<file path="config.mk">
export PLATFORM = sky130hd
export DESIGN_NAME = exc_dispatch
export DESIGN_NICKNAME = d
export VERILOG_FILES = /design/src/rtl/exc_pkg.sv /design/src/rtl/exc_prio_sel.sv /design/src/rtl/exc_ctx_calc.sv /design/src/rtl/exc_pend_upd.sv /design/src/rtl/exc_dispatch.sv
export SDC_FILE = /design/constraint.sdc
export NUM_CORES = 1
export LEC_CHECK = 0
export ABC_AREA = 0
export BUFFER_PORTS_ARGS = -buffer_cell sky130_fd_sc_hd__clkbuf_2
export CORE_ASPECT_RATIO = 0.8
export CORE_MARGIN = 3
export CORE_UTILIZATION = 35
export CTS_CLUSTER_DIAMETER = 60
export DETAILED_ROUTE_END_ITERATION = 16
export PLACE_DENSITY = 0.71
export SLEW_MARGIN = 20
export SYNTH_ARGS = -nofsm -noshare
export SYNTH_HDL_FRONTEND = slang
export SYNTH_SLANG_ARGS = --single-unit
</file>
<file path="constraint.sdc">
create_clock -name clk -period 3.3 [get_ports clk]
set_clock_uncertainty 0.05 [all_clocks]
set_input_delay 0.165 -clock clk [delete_from_list [all_inputs] [get_ports clk]]
set_output_delay 0.165 -clock clk [all_outputs]
set_load 0.005 [all_outputs]
</file>
<file path="src/rtl/exc_pkg.sv">
package exc_pkg;
  localparam int unsigned XW = 32;

  localparam int unsigned B_IFETCH = 0;
  localparam int unsigned B_PROG   = 1;
  localparam int unsigned B_SYSC   = 2;
  localparam int unsigned B_FPU    = 3;
  localparam int unsigned B_DBG    = 4;
  localparam int unsigned B_DFLT   = 5;
  localparam int unsigned B_ALGN   = 6;
  localparam int unsigned B_EXT    = 7;
  localparam int unsigned B_PERF   = 8;
  localparam int unsigned B_DEC    = 9;
  localparam int unsigned N_SYNC   = 7;
  localparam int unsigned N_KNOWN  = 10;

  localparam int unsigned EE_BIT  = 15;
  localparam int unsigned LE_BIT  = 0;
  localparam int unsigned ILE_BIT = 16;

  localparam logic [XW-1:0] SAVE_MASK   = 32'h87C0_FFFF;
  localparam logic [XW-1:0] CLR_MASK    = 32'h0004_EF36;
  localparam logic [XW-1:0] IFETCH_FLAG = 32'h4000_0000;

  function automatic logic [XW-1:0] entry_vec(input int unsigned b);
    logic [XW-1:0] v;
    case (b)
      B_IFETCH: v = 32'h0000_0400;
      B_PROG:   v = 32'h0000_0700;
      B_SYSC:   v = 32'h0000_0C00;
      B_FPU:    v = 32'h0000_0800;
      B_DFLT:   v = 32'h0000_0300;
      B_ALGN:   v = 32'h0000_0600;
      B_EXT:    v = 32'h0000_0500;
      B_PERF:   v = 32'h0000_0F00;
      B_DEC:    v = 32'h0000_0900;
      default:  v = '0;
    endcase
    return v;
  endfunction

  // 1: the faulting instruction is re-executed, so the current PC is saved
  function automatic logic saves_pc(input int unsigned b);
    return (b == B_PROG) || (b == B_FPU) || (b == B_DFLT) || (b == B_ALGN);
  endfunction
endpackage

</file>
<file path="src/rtl/exc_prio_sel.sv">
module exc_prio_sel
  import exc_pkg::*;
#(
  parameter int unsigned PEND_W = 12,
  parameter int unsigned IDX_W  = 4
) (
  input  logic [PEND_W-1:0] pend_i,
  input  logic              ee_i,
  output logic              hit_o,
  output logic [IDX_W-1:0]  idx_o,
  output logic              err_o
);
  logic [PEND_W-1:0] elig;
  logic              sync_any;
  logic              ext_any;

  assign sync_any = |pend_i[N_SYNC-1:0];
  assign ext_any  = |pend_i[N_KNOWN-1:N_SYNC];

  // synchronous tier shadows the external tier completely
  always_comb begin
    elig = '0;
    if (sync_any)
      elig[N_SYNC-1:0] = pend_i[N_SYNC-1:0];
    else if (ee_i)
      elig[N_KNOWN-1:N_SYNC] = pend_i[N_KNOWN-1:N_SYNC];
  end

  // lowest eligible index has the highest priority
  always_comb begin
    idx_o = '0;
    for (int i = PEND_W - 1; i >= 0; i--)
      if (elig[i]) idx_o = IDX_W'(i);
  end

  assign hit_o = |elig;

  generate
    if (PEND_W > N_KNOWN) begin : g_unknown
      assign err_o = !sync_any && ee_i && !ext_any && (|pend_i[PEND_W-1:N_KNOWN]);
    end else begin : g_no_unknown
      assign err_o = 1'b0;
    end
  endgenerate
endmodule

</file>
<file path="src/rtl/exc_ctx_calc.sv">
module exc_ctx_calc
  import exc_pkg::*;
#(
  parameter int unsigned IDX_W = 4
) (
  input  logic [IDX_W-1:0] idx_i,
  input  logic [XW-1:0]    msr_i,
  input  logic [XW-1:0]    pc_i,
  input  logic [XW-1:0]    npc_i,
  input  logic [XW-1:0]    srr1_i,
  output logic             vectored_o,
  output logic [XW-1:0]    msr_o,
  output logic [XW-1:0]    vec_o,
  output logic [XW-1:0]    srr0_o,
  output logic [XW-1:0]    srr1_o
);
  int unsigned   b;
  logic [XW-1:0] saved;
  logic [XW-1:0] msr_le;

  assign b          = int'(idx_i);
  assign vectored_o = (b != B_DBG);
  assign saved      = msr_i & SAVE_MASK;
  assign vec_o      = entry_vec(b);
  assign srr0_o     = saves_pc(b) ? pc_i : npc_i;

  always_comb begin
    msr_le         = msr_i;
    msr_le[LE_BIT] = msr_i[ILE_BIT];
    msr_o          = msr_le & ~CLR_MASK;
  end

  always_comb begin
    case (b)
      B_IFETCH: srr1_o = saved | IFETCH_FLAG;
      B_PROG:   srr1_o = srr1_i | saved;
      default:  srr1_o = saved;
    endcase
  end
endmodule

</file>
<file path="src/rtl/exc_pend_upd.sv">
module exc_pend_upd
  import exc_pkg::*;
#(
  parameter int unsigned PEND_W = 12,
  parameter int unsigned IDX_W  = 4
) (
  input  logic [PEND_W-1:0] pend_i,
  input  logic              hit_i,
  input  logic [IDX_W-1:0]  idx_i,
  output logic [PEND_W-1:0] pend_o
);
  logic dbg_win;
  assign dbg_win = hit_i && (int'(idx_i) == B_DBG);

  generate
    for (genvar g = 0; g < PEND_W; g++) begin : g_bit
      logic clr;
      if (g == B_DFLT) begin : g_dflt
        assign clr = hit_i && ((int'(idx_i) == g) || dbg_win);
      end else begin : g_plain
        assign clr = hit_i && (int'(idx_i) == g);
      end
      assign pend_o[g] = pend_i[g] && !clr;
    end
  endgenerate
endmodule

</file>
<file path="src/rtl/exc_dispatch.sv">
module exc_dispatch
  import exc_pkg::*;
#(
  parameter int unsigned EXT_EXTRA = 2,
  localparam int unsigned PEND_W   = N_KNOWN + EXT_EXTRA,
  localparam int unsigned IDX_W    = $clog2(PEND_W)
) (
  input  logic              clk,
  input  logic              rst,
  input  logic              check_i,
  input  logic [PEND_W-1:0] pend_i,
  input  logic [XW-1:0]     msr_i,
  input  logic [XW-1:0]     pc_i,
  input  logic [XW-1:0]     npc_i,
  input  logic [XW-1:0]     srr0_i,
  input  logic [XW-1:0]     srr1_i,
  output logic              taken_o,
  output logic              err_o,
  output logic [IDX_W-1:0]  exc_idx_o,
  output logic [PEND_W-1:0] pend_o,
  output logic [XW-1:0]     msr_o,
  output logic [XW-1:0]     pc_o,
  output logic [XW-1:0]     npc_o,
  output logic [XW-1:0]     srr0_o,
  output logic [XW-1:0]     srr1_o
);
  logic              hit, ext_err, vect;
  logic [IDX_W-1:0]  sel;
  logic [XW-1:0]     msr_n, vec_n, srr0_n, srr1_n;
  logic [PEND_W-1:0] pend_n;

  exc_prio_sel #(.PEND_W(PEND_W), .IDX_W(IDX_W)) u_sel (
    .pend_i(pend_i), .ee_i(msr_i[EE_BIT]),
    .hit_o(hit), .idx_o(sel), .err_o(ext_err)
  );

  exc_ctx_calc #(.IDX_W(IDX_W)) u_ctx (
    .idx_i(sel), .msr_i(msr_i), .pc_i(pc_i), .npc_i(npc_i), .srr1_i(srr1_i),
    .vectored_o(vect), .msr_o(msr_n), .vec_o(vec_n),
    .srr0_o(srr0_n), .srr1_o(srr1_n)
  );

  exc_pend_upd #(.PEND_W(PEND_W), .IDX_W(IDX_W)) u_pend (
    .pend_i(pend_i), .hit_i(hit), .idx_i(sel), .pend_o(pend_n)
  );

  always_ff @(posedge clk) begin
    if (rst) begin
      taken_o   <= 1'b0;
      err_o     <= 1'b0;
      exc_idx_o <= '0;
      pend_o    <= '0;
      msr_o     <= '0;
      pc_o      <= '0;
      npc_o     <= '0;
      srr0_o    <= '0;
      srr1_o    <= '0;
    end else begin
      taken_o <= 1'b0;
      err_o   <= 1'b0;
      if (check_i) begin
        pend_o <= pend_n;
        err_o  <= ext_err;
        if (hit && vect) begin
          taken_o   <= 1'b1;
          exc_idx_o <= sel;
          msr_o     <= msr_n;
          pc_o      <= vec_n;
          npc_o     <= vec_n;
          srr0_o    <= srr0_n;
          srr1_o    <= srr1_n;
        end else begin
          msr_o  <= msr_i;
          pc_o   <= pc_i;
          npc_o  <= npc_i;
          srr0_o <= srr0_i;
          srr1_o <= srr1_i;
        end
      end
    end
  end

  // pulses appear only in the cycle after a check
  assert_pulse_after_check_R9: assert property (@(posedge clk) disable iff (rst)
    (taken_o || err_o) |-> $past(check_i));

  // exactly one pending bit removed by a vectored exception
  assert_one_bit_cleared_R9: assert property (@(posedge clk) disable iff (rst)
    taken_o |-> ($countones($past(pend_i) ^ pend_o) == 1));

  // both counters land on the same nonzero, 256-byte aligned vector
  assert_vector_shape_R6: assert property (@(posedge clk) disable iff (rst)
    taken_o |-> (pc_o == npc_o) && (pc_o[7:0] == 8'h00) && (pc_o != '0));

  // cleared state bits are zero after vectoring
  assert_msr_cleared_R5: assert property (@(posedge clk) disable iff (rst)
    taken_o |-> ((msr_o & CLR_MASK) == '0));

  // external-tier service requires the enable bit
  assert_ext_gated_R2: assert property (@(posedge clk) disable iff (rst)
    (taken_o && (int'(exc_idx_o) >= N_SYNC)) |-> $past(msr_i[EE_BIT]));

  // error leaves the state untouched and never coincides with a take
  assert_err_holds_R10: assert property (@(posedge clk) disable iff (rst)
    err_o |-> !taken_o && (pc_o == $past(pc_i)) && (msr_o == $past(msr_i))
              && (pend_o == $past(pend_i)));
endmodule

</file>
==> flow_summary.ini <==
[global_route]
grt_pass1_wl_um = 40100
grt_usage_pct = 23.12
antenna_found_initial = 0
grt_max_degree = 91
grt.overflow.total = 0
grt_pass1_vias = 7289

[setup_path]
reg2regPathDepth = 3
crit_start = pend_i[1]
crit_chain = clkbuf_2 > nor4_4 > o2111ai_1 > a221oi_1 > inv_1 > ha_1 > o221ai_4 > o21ai_1 > and2_4 > a21o_1 > dlygate4sd3_1
crit_type = input pin to flop
path_depth = 11
critPathBufInv = 3
worst-endpoint-required_ns = 3.56
r2r_start = srr1_o[25]
timing.critical_path.slowest_cell_delay_ns = 0.55
cp-end-kind = flop
worstPathArrival_ns = 3.10
slowest_stage = dlygate4sd3_1
crit_path_end = srr1_o[25]
rrSetupSlack_ns = 1.93
reg2reg_to = srr1_o[25]
worstPathMaxFanout = 21
cp-start-kind = input pin
cp_top_family = compound AO/OA/AOI/OAI gates

[clocking]
root_buffer = clkbuf_16
cts_hold_buf = 128
cts_made_buffers = 17
cts-htree-levels = 4
clk_pin_slew_ns = 0.08
clock_path_buffers = 2
tritoncts = done
clock_sinks = 178
clock_latency_ns = 0.42
cts_resized = 0
postCtsSetupRepairBufs = 0

[yosys]
syn_avg_cell_area_um2 = 10.34
synth-edff-count = 0
synthCells = 682
synth.largest_area_cell = dfxtp_1
yosys-top-cells-count = dfxtp_1, a22o_1, mux2i_1
yosysMostFrequentCell = dfxtp_1
ys_async_sr_fraction_pct = 0
ys_types = 51
ys_ff_latch = 178
ys.warnings.count = 0
syn_nets = 861
synth_seq_area_share_pct = 50.52
synth_top_area_share_pct = 50.52
syn_area_mm2 = 0.007053
synth.area.top_cells = dfxtp_1, a22o_1, mux2i_1, nor2b_1, a31oi_1
ys.flop_type = dfxtp_1

[place]
gp_congestion = 0.9257
dp.final_hpwl_um = 17470
io_buffers = 352
place_inst = 1245

[routing]
route.met3.wl_um = 2602
via_count = 7411
vias_per_cell = 5.275
drc_errors = 0
ant_nets = 0
top_layer = met4
avgRoutedWirePerCell_um = 18.88
m1WireLength_um = 10440
wl_um = 26530
met2WireLength_um = 12700
dr.pass1.iters = 5
drt_first_iter_violations = 538

[power_and_ir_drop]
power_leakage_nw = 5.067
power_density_mw_per_mm2 = 476.1
power_switching_w = 0.001372
combPwrFrac_pct = 14.5
power.total_w = 0.005182
seq_power_share_pct = 44.3
p_int_w = 0.003810
p_clk_share_pct = 41.2
worst_ir_drop_vdd_mv = 0.2783
switching_share_pct = 26.48

[floorplan]
die_h_um = 133.0
core_mm2 = 0.01937
die-area_mm2 = 0.02190
dieWidth_um = 164.7
std_cell_rows = 45
ios = 353
initial_core_util_pct = 36.41

[timing]
hold_violations = 0
rsz0062_at_grt = false
fin_crit_sh_pct = 85.81
drv_slew = 0
period_minus_slack_ns = 2.832
fmax_ghz = 0.3531
tightest_slew_ns = 1.053
slew-limit-headroom_pct = 29.80
tns_ns = 0
finalSetupViolations = 0

[cells_and_area]
fin_util_pct = 56.20
layout.cells.non_filler = 1405
areaGrowthSynthToFinish_pct = 54.32
nFillCells = 1652
final-seq-area_mm2 = 0.003563
insertedDiodeCount = 0
drive_gt1_share_pct = 35.66
fin_nets = 1313
multi_input_area_mm2 = 0.003173

[run_status]
outcome = complete, no violations

[flow_run]
maxCapViolCount = 0

[min_path]
hold_class = input pin to flop
layer usage:
metal  GRT usage (%)  up-vias
met4           8.524        0
met5               0        -
met3           7.981       67
met2           38.57      408
met1           27.40     3481
li1                -     3455
layout by cell type, fill, tap and decap left out, types with 2 or more instances in the layout:
| master | Yosys | final |
|---|---|---|
| o21a_1 | 2 | 2 |
| inv_1 | 6 | 6 |
| ha_1 | 4 | 4 |
| mux2i_1 | 55 | 55 |
| clkbuf_16 | 0 | 17 |
| a22oi_1 | 12 | 12 |
| o22ai_1 | 31 | 31 |
| nand3b_1 | 6 | 6 |
| o21ai_1 | 2 | 2 |
| clkinv_8 | 0 | 2 |
| a21o_1 | 12 | 12 |
| a21oi_1 | 18 | 18 |
| clkbuf_2 | 0 | 350 |
| a221o_1 | 2 | 2 |
| buf_12 | 0 | 2 |
| nand3_1 | 9 | 9 |
| dfxtp_1 | 178 | 178 |
| or3_1 | 2 | 2 |
| a22o_1 | 86 | 86 |
| nand2_1 | 13 | 13 |
| bufinv_16 | 0 | 2 |
| nor2b_1 | 38 | 38 |
| a211oi_1 | 13 | 13 |
| nor3_1 | 3 | 3 |
| nor2_4 | 0 | 2 |
| inv_6 | 0 | 3 |
| inv_8 | 0 | 4 |
| a2111oi_0 | 2 | 2 |
| buf_4 | 3 | 13 |
| clkinv_4 | 0 | 2 |
| dlygate4sd3_1 | 0 | 128 |
| nor2_1 | 50 | 48 |
| nand2b_1 | 12 | 12 |
| a31oi_1 | 35 | 35 |
| o21ai_0 | 9 | 9 |
stage by stage:
| step | hold WS (ns) | cell area, um^2 | setup WS (ns) |
|---|---|---|---|
| after floorplan | 0.2248 | 7053 | 0.4385 |
| after global placement | 0.3115 | 8975 | 0.3554 |
| after detailed placement | 0.3141 | 8975 | 0.3328 |
| after CTS | 0.0001872 | 10880 | 0.5349 |
| after global routing | 0.01519 | 10880 | 0.2626 |
| final | 0.01343 | 10880 | 0.4683 |
worst reg2reg max path, delay by kind of cell (launching register included):
kind	cells	cell delay, ns
buf+inv	1	0.55
compound gates	2	0.35
flops	1	0.32
how the worst min path moves through the flow:
stage	cells after the start	to	startpoint	slack, ns
finish	3	srr0_o[8]	npc_i[8]	0.01
global route	3	srr0_o[24]	srr0_i[24]	0.02
CTS	3	srr0_o[8]	npc_i[8]	0.0002
detailed placement	2	srr1_o[8]	srr1_i[8]	0.31
global placement	2	srr1_o[26]	srr1_i[26]	0.31
floorplan	1	srr1_o[0]	srr1_i[0]	0.22
power by group through the flow:
stage	clock network [W]	registers, W	logic [W]
6_report	0.00213	0.00229	0.000754
5_1_grt	0.00226	0.00231	0.000817
4_1_cts	0.00218	0.00229	0.000747
3_5_place_dp	0	0.00234	0.000621
3_3_place_gp	0	0.00234	0.000616
2_1_floorplan	0	0.00234	0.000301
area by class of cell:
| cell class | instances | area share (%) |
|---|---|---|
| well taps | 258 | 2.966 |
| clock buffers | 18 | 4.035 |
| multi-input cells | 437 | 29.15 |
| repair buffers | 493 | 29.13 |
| clock inverters | 14 | 1.736 |
| inverters | 7 | 0.2414 |
| flip-flops and latches | 178 | 32.74 |
sequential cells by signal, indices dropped and copies added, names as in the netlist:
| register | flops |
|---|---|
| exc_idx_o | 4 |
| pc_o | 32 |
| taken_o | 1 |
| msr_o | 32 |
| err_o | 1 |
| pend_o | 12 |
| srr0_o | 32 |
| srr1_o | 32 |
| npc_o | 32 |
cells by family (layout without fill, tap and decap cells):
| kind of cell | Yosys count | after routing | share of synthesized area (%) |
|---|---|---|---|
| AOI/OAI and AO/OA | 236 | 236 | 25.49 |
| adders and majority gates | 4 | 4 | 0.7096 |
| buffers and inverters | 67 | 532 | 4.701 |
| DFF | 178 | 178 | 50.52 |
| muxes | 55 | 55 | 7.806 |
| and+or+nand+nor | 142 | 142 | 10.77 |
Power figures use the tool's default switching activity.
